===== src/rtl/dll_pkg.sv =====
package dll_pkg;
    localparam int CMD_W      = 5;
    localparam int GATE_COUNT = 24;
    localparam int ALT_LOCK   = 4;

    typedef enum logic [1:0] {
        ST_IDLE   = 2'd0,
        ST_SEARCH = 2'd1,
        ST_TRACK  = 2'd2
    } lock_state_t;
endpackage


===== src/rtl/dll_sync2.sv =====
module dll_sync2 #(
    parameter int W = 2
) (
    input  logic         clk,
    input  logic         rst_n,
    input  logic [W-1:0] d_async,
    output logic [W-1:0] d_sync
);
    logic [W-1:0] stage1;
    logic [W-1:0] stage2;

    genvar gi;
    generate
        for (gi = 0; gi < W; gi++) begin : g_bit
            always_ff @(posedge clk or negedge rst_n) begin
                if (!rst_n) begin
                    stage1[gi] <= 1'b0;
                    stage2[gi] <= 1'b0;
                end else begin
                    stage1[gi] <= d_async[gi];
                    stage2[gi] <= stage1[gi];
                end
            end
        end
    endgenerate

    assign d_sync = stage2;
endmodule


===== src/rtl/dll_byp_decode.sv =====
module dll_byp_decode #(
    parameter int CMD_W      = 5,
    parameter int GATE_COUNT = 24
) (
    input  logic [CMD_W-1:0] code,
    output logic [CMD_W-1:0] gate,
    output logic             reserved
);
    localparam logic [CMD_W-1:0] TOP_CODE = CMD_W'(GATE_COUNT);
    localparam logic [CMD_W-1:0] MAX_GATE = CMD_W'(GATE_COUNT - 1);
    localparam logic [CMD_W-1:0] ONE      = CMD_W'(1);

    always_comb begin
        reserved = 1'b0;
        if (code == '0) begin
            gate     = '0;
            reserved = 1'b1;
        end else if (code > TOP_CODE) begin
            gate = MAX_GATE;
        end else begin
            gate = code - ONE;
        end
    end
endmodule


===== src/rtl/dll_lock_fsm.sv =====
module dll_lock_fsm
    import dll_pkg::*;
#(
    parameter int CMD_W      = 5,
    parameter int GATE_COUNT = 24,
    parameter int ALT_LOCK   = 4
) (
    input  logic             clk,
    input  logic             rst_n,
    input  logic             start_lock,
    input  logic             dec_up,
    input  logic             dec_dn,
    output logic [CMD_W-1:0] loop_cmd,
    output logic             locked
);
    localparam int               CNT_W    = $clog2(ALT_LOCK + 1);
    localparam logic [CMD_W-1:0] MAX_CMD  = CMD_W'(GATE_COUNT - 1);
    localparam logic [CMD_W-1:0] ONE      = CMD_W'(1);
    localparam logic [CNT_W-1:0] CNT_LAST = CNT_W'(ALT_LOCK - 1);
    localparam logic [CNT_W-1:0] CNT_ONE  = CNT_W'(1);

    lock_state_t      state, state_nxt;
    logic [CMD_W-1:0] cmd_q, cmd_nxt;
    logic [CNT_W-1:0] rev_cnt;
    logic             last_up;
    logic             dir_valid;
    logic             decision;
    logic             reversal;
    logic             lock_hit;

    // one decision per cycle when exactly one comparator output is high
    assign decision = dec_up ^ dec_dn;
    assign reversal = decision && dir_valid && (dec_up != last_up);
    assign lock_hit = reversal && (rev_cnt == CNT_LAST);

    always_comb begin
        cmd_nxt = cmd_q;
        if (decision) begin
            if (dec_up && cmd_q < MAX_CMD) begin
                cmd_nxt = cmd_q + ONE;
            end else if (dec_dn && cmd_q != '0) begin
                cmd_nxt = cmd_q - ONE;
            end
        end
    end

    // next-state logic
    always_comb begin
        state_nxt = state;
        unique case (state)
            ST_IDLE: begin
                if (start_lock) state_nxt = ST_SEARCH;          // T_START
            end
            ST_SEARCH: begin
                if (!start_lock)   state_nxt = ST_IDLE;         // T_ABORT
                else if (lock_hit) state_nxt = ST_TRACK;        // T_LOCK
            end
            ST_TRACK: begin
                if (!start_lock) state_nxt = ST_IDLE;           // T_ABORT
            end
            default: state_nxt = ST_IDLE;
        endcase
    end

    // state register
    always_ff @(posedge clk or negedge rst_n) begin
        if (!rst_n) state <= ST_IDLE;
        else        state <= state_nxt;
    end

    // command and reversal counter
    always_ff @(posedge clk or negedge rst_n) begin
        if (!rst_n) begin
            cmd_q     <= '0;
            rev_cnt   <= '0;
            last_up   <= 1'b0;
            dir_valid <= 1'b0;
        end else if (state == ST_IDLE || !start_lock) begin
            cmd_q     <= '0;
            rev_cnt   <= '0;
            last_up   <= 1'b0;
            dir_valid <= 1'b0;
        end else begin
            cmd_q <= cmd_nxt;
            if (state == ST_SEARCH && decision) begin
                last_up   <= dec_up;
                dir_valid <= 1'b1;
                if (reversal) rev_cnt <= rev_cnt + CNT_ONE;
                else          rev_cnt <= '0;
            end
        end
    end

    // outputs
    always_comb begin
        loop_cmd = cmd_q;
        unique case (state)
            ST_TRACK: locked = 1'b1;
            default:  locked = 1'b0;
        endcase
    end

    // loop command stays within the gate range
    assert_cmd_range_R4: assert property (@(posedge clk) disable iff (!rst_n)
        loop_cmd <= MAX_CMD);

    // at most one step per cycle while running
    assert_single_step_R3: assert property (@(posedge clk) disable iff (!rst_n)
        (start_lock && $past(start_lock)) |->
        (loop_cmd == $past(loop_cmd) || loop_cmd == $past(loop_cmd) + ONE ||
         loop_cmd == $past(loop_cmd) - ONE));

    // lock only follows a comparator decision
    assert_lock_on_decision_R5: assert property (@(posedge clk) disable iff (!rst_n)
        $rose(locked) |-> ($past(dec_up) ^ $past(dec_dn)));

    // dropping start-lock clears the loop at the next edge
    assert_abort_clears_R7: assert property (@(posedge clk) disable iff (!rst_n)
        !start_lock |=> (!locked && loop_cmd == '0));
endmodule


===== src/rtl/dll_lock_ctrl.sv =====
module dll_lock_ctrl
    import dll_pkg::*;
(
    input  logic             clk_ref,
    input  logic             rst_n,
    input  logic             start_lock,
    input  logic             cmp_up,
    input  logic             cmp_down,
    input  logic             byp_en,
    input  logic [CMD_W-1:0] byp_cmd,
    output logic [CMD_W-1:0] dly_cmd,
    output logic             locked,
    output logic             byp_err
);
    localparam logic [CMD_W-1:0] MAX_CMD  = CMD_W'(GATE_COUNT - 1);
    localparam logic [CMD_W-1:0] TOP_CODE = CMD_W'(GATE_COUNT);

    logic [1:0]       cmp_sync;
    logic [CMD_W-1:0] loop_cmd;
    logic [CMD_W-1:0] byp_gate;
    logic             byp_reserved;

    dll_sync2 #(.W(2)) u_sync (
        .clk     (clk_ref),
        .rst_n   (rst_n),
        .d_async ({cmp_up, cmp_down}),
        .d_sync  (cmp_sync)
    );

    dll_lock_fsm #(
        .CMD_W      (CMD_W),
        .GATE_COUNT (GATE_COUNT),
        .ALT_LOCK   (ALT_LOCK)
    ) u_fsm (
        .clk        (clk_ref),
        .rst_n      (rst_n),
        .start_lock (start_lock),
        .dec_up     (cmp_sync[1]),
        .dec_dn     (cmp_sync[0]),
        .loop_cmd   (loop_cmd),
        .locked     (locked)
    );

    dll_byp_decode #(
        .CMD_W      (CMD_W),
        .GATE_COUNT (GATE_COUNT)
    ) u_byp (
        .code     (byp_cmd),
        .gate     (byp_gate),
        .reserved (byp_reserved)
    );

    assign dly_cmd = byp_en ? byp_gate : loop_cmd;
    assign byp_err = byp_en & byp_reserved;

    // reserved code drives minimum delay
    assert_err_min_R9: assert property (@(posedge clk_ref) disable iff (!rst_n)
        byp_err |-> (dly_cmd == '0));

    // codes above the gate count saturate at maximum delay
    assert_byp_sat_R8: assert property (@(posedge clk_ref) disable iff (!rst_n)
        (byp_en && byp_cmd > TOP_CODE) |-> (dly_cmd == MAX_CMD));
endmodule


===== config.mk =====
export PLATFORM = sky130hd
export DESIGN_NAME = dll_lock_ctrl
export DESIGN_NICKNAME = d
export VERILOG_FILES = /design/src/rtl/dll_pkg.sv /design/src/rtl/dll_sync2.sv /design/src/rtl/dll_byp_decode.sv /design/src/rtl/dll_lock_fsm.sv /design/src/rtl/dll_lock_ctrl.sv
export SDC_FILE = /design/constraint.sdc
export NUM_CORES = 1
export LEC_CHECK = 0
export BUFFER_PORTS_ARGS = -buffer_cell sky130_fd_sc_hd__buf_2
export CAP_MARGIN = 5
export CORE_UTILIZATION = 35
export DETAILED_ROUTE_END_ITERATION = 7
export PLACE_DENSITY = 0.61
export SYNTH_ARGS = -nofsm -noshare
export SYNTH_HDL_FRONTEND = slang
export SYNTH_SLANG_ARGS = --single-unit

===== constraint.sdc =====
create_clock -name clk_ref -period 3.1 [get_ports clk_ref]
set_input_delay 0.62 -clock clk_ref [delete_from_list [all_inputs] [get_ports clk_ref]]
set_output_delay 0.62 -clock clk_ref [all_outputs]
set_load 0.01 [all_outputs]

==> results.cfg <==
[timing]
fin_crit_ns = 2.53
timing.final.crit_share = 0.815
slew_headroom = 0.625
fmax_mhz = 396
finalSetupViolCount = 0
final-max-slew-violation-count = 0
hold_violations = 0
worstMarginPinSlew_ns = 0.558
skew_ns = 0.00167
hold_ws_ns = 0.225
tns_ns = 0
worst_slack_ns = 0.573
rsz0062_at_grt = false

[floorplanning]
die_y_microns = 57.0
initial_core_util = 0.377
rows = 19
fp.dieW_microns = 57.0
design.die.area_sq_um = 3250
design.core.area_sq_um = 2810
ios = 18

[status]
outcome = complete, but fails checks
violations = DRC

[placed_design]
dp_slack_ns = 0.564
gp_congestion = 0.823
dp_hpwl_microns = 1490
portBuffers = 17

[power]
p_per_area_nw_per_um2 = 373
p_int_uw = 326
seq_power_share = 0.502
pwr-share-comb = 0.189
power_uw = 449
switching_share = 0.274
pwr-share-clk = 0.309
p_leak_uw = 0.000603
switchingPower_uw = 123
peakVddDrop_v = 0.000173

[min_path]
hold_path.class = primary input to asynchronous set/reset pin

[routing]
dr_wl_met3_microns = 97
vias = 818
top_layer = met4
wl_per_cell_microns = 12.0
drt-initial-drc-count = 65
met1Wirelength_microns = 876
ant_nets = 0
vias_per_cell = 5.18
drtPass1Iterations = 6
drc = 6
drt_wl_total_microns = 1890
dr_wl_met2_microns = 888

[logic_synthesis]
netlist-cell-type-count = 38
synth_area_leaders = dfrtp_1 38%, ha_1 9.5%, xnor2_1 4.1%
syn_avg_cell_area_sq_um = 9.80
synthDominantCellAreaShare = 0.378
synth-simple-area-share = 0.177
synth_top_family_by_area = simple AND/OR/NAND/NOR gates
synth-compound-area-share = 0.177
yosys_warnings = 0
yosys.area_share.adder = 0.113
synth_top_cell_by_area = dfrtp_1
synthesis.instances = 108
synth-xor-area-share = 0.0745
synthesis.nets = 128
synth_area_sq_um = 1060
synthMuxAreaShare = 0.0296
yosysSeqAreaShare = 0.378
ys_ff_latch = 16

[layout]
diodes = 0
multi_input_area_sq_um = 606
layout.nets = 148
drive_above_1_share = 0.213
regArea_sq_um = 400
postLayoutCoreUtil = 0.429
areaGrowthSynthToFinish_pct = 13.7
num-fill-cells = 290

[cts]
clk_latency_ns = 0.29
h-tree-depth = 1
cts_inserted_buffers = 3
path_clk_slew_ns = 0.09
cts_resized = 0
cts_tree = yes
cts.path.max_buffers = 2
clock-sinks = 16
cts_setup_buffers = 0
cts_root_buf = clkbuf_4
cts_hold_buf = 0

[grt]
antenna_found_initial = 0
grt_max_degree = 17
grt_pass1_vias = 808
track_usage = 0.138
gr-total-overflow = 0
grt_pass1_wl_microns = 3480

[worst_setup_path]
crit_path_end_kind = output port
critPathLaunchType = primary input
critPathArrivalTime_ns = 1.91
path_class = primary input to output port
critPathMaxFanout = 5
critical_path_required_ns = 2.48

[run]
max_cap_viol_count = 0
[Yosys cell counts, drive strengths merged]
cell type  instances
buf                1
o31ai              1
nor3               1
xnor2              5
mux2               1
or3                1
and3               2
nand3              2
a31oi              1
xor2               4
o21a               1
a21oi              6
clkbuf             1
dfrtp             16
o32ai              1
a211oi             1
and3b              2
a22oi              1
ha                 8
fa                 1
a22o               3
nand2              5
mux2i              2
or3b               1
nor2              11
nand2b             2
a21o               3
o21ai              5
nor2b              3
nor4               1
nor4b              1
o22ai              2
nand3b             1
nor3b              1
inv               10
[worst paths after layout]
kind,startpoint,end,slack [ns],cells past startpoint
worst min-delay path,rst_n,u_sync.d_sync[0],0.23,1
worst max-delay path,byp_cmd[0],dly_cmd[1],0.57,8
max in group asynchronous,rst_n,u_fsm.rev_cnt[2],2.62,1
min in group clk_ref,u_sync.stage1[0],u_sync.d_sync[0],0.35,0
worst min register to register,u_sync.stage1[0],u_sync.d_sync[0],0.35,0
worst max register to register,u_fsm.loop_cmd[1],u_fsm.loop_cmd[4],0.64,9
[cell usage in the layout, fill, tap and decap left out, drive strengths merged, types with 2 or more instances in the layout]
master and n:
a21o 3, a21oi 6, a22o 3, and3 2, and3b 2, buf 17, clkbuf 4, dfrtp 16
ha 8, inv 10, mux2i 2, nand2 5, nand2b 2, nand3 2, nor2 11, nor2b 3
o21ai 5, o22ai 2, xnor2 5, xor2 4
[metal layers]
metal	GRT usage	vias up
li1	-	416
met1	0.179	380
met2	0.220	19
met3	0.0317	3
met4	0.0592	0
met5	0	-
[cell families (layout without fill, tap and decap cells)]
family / Yosys count / after routing
flops: 16 / 16
xor+xnor: 9 / 9
buf+inv: 12 / 31
fa+ha+maj: 9 / 9
mux: 3 / 3
simple gates: 34 / 34
compound gates: 25 / 25
[flip-flops by register name, indices dropped and copies added (netlist names)]
name             count
u_sync.stage1        2
u_fsm.rev_cnt        3
u_fsm.state          2
u_fsm.last_up        1
u_fsm.loop_cmd       5
u_sync.d_sync        2
u_fsm.dir_valid      1
[layout make-up]
| cell class | instances | share of cell area |
|---|---|---|
| clock buffer | 4 | 0.0301 |
| timing repair buffer | 17 | 0.0707 |
| multi-input combinational | 80 | 0.503 |
| tap | 31 | 0.0322 |
| inverter | 10 | 0.0312 |
| sequential | 16 | 0.333 |
[per-stage QoR]
stage / area [sq um] / instances
floorplan: 1060 / 108
global placement: 1170 / 154
detailed placement: 1170 / 154
CTS: 1200 / 158
global route: 1200 / 158
finish: 1200 / 158
[critical path, stage by stage]
cell and delay (ns):
buf_2 0.11, inv_1 0.08, ha_1 0.15, nand2b_1 0.11
o31ai_1 0.50, a21o_1 0.13, o21ai_0 0.07, buf_2 0.14
[power groups by stage]
stage	clock network, uW	logic, uW	registers [uW]
2_1_floorplan	0	59.4	226
3_3_place_gp	0	83.1	229
3_5_place_dp	0	85.7	230
4_1_cts	144	86.1	226
5_1_grt	156	96.6	227
6_report	139	85.0	226
Note: power is estimated with default switching activity, not from simulation.
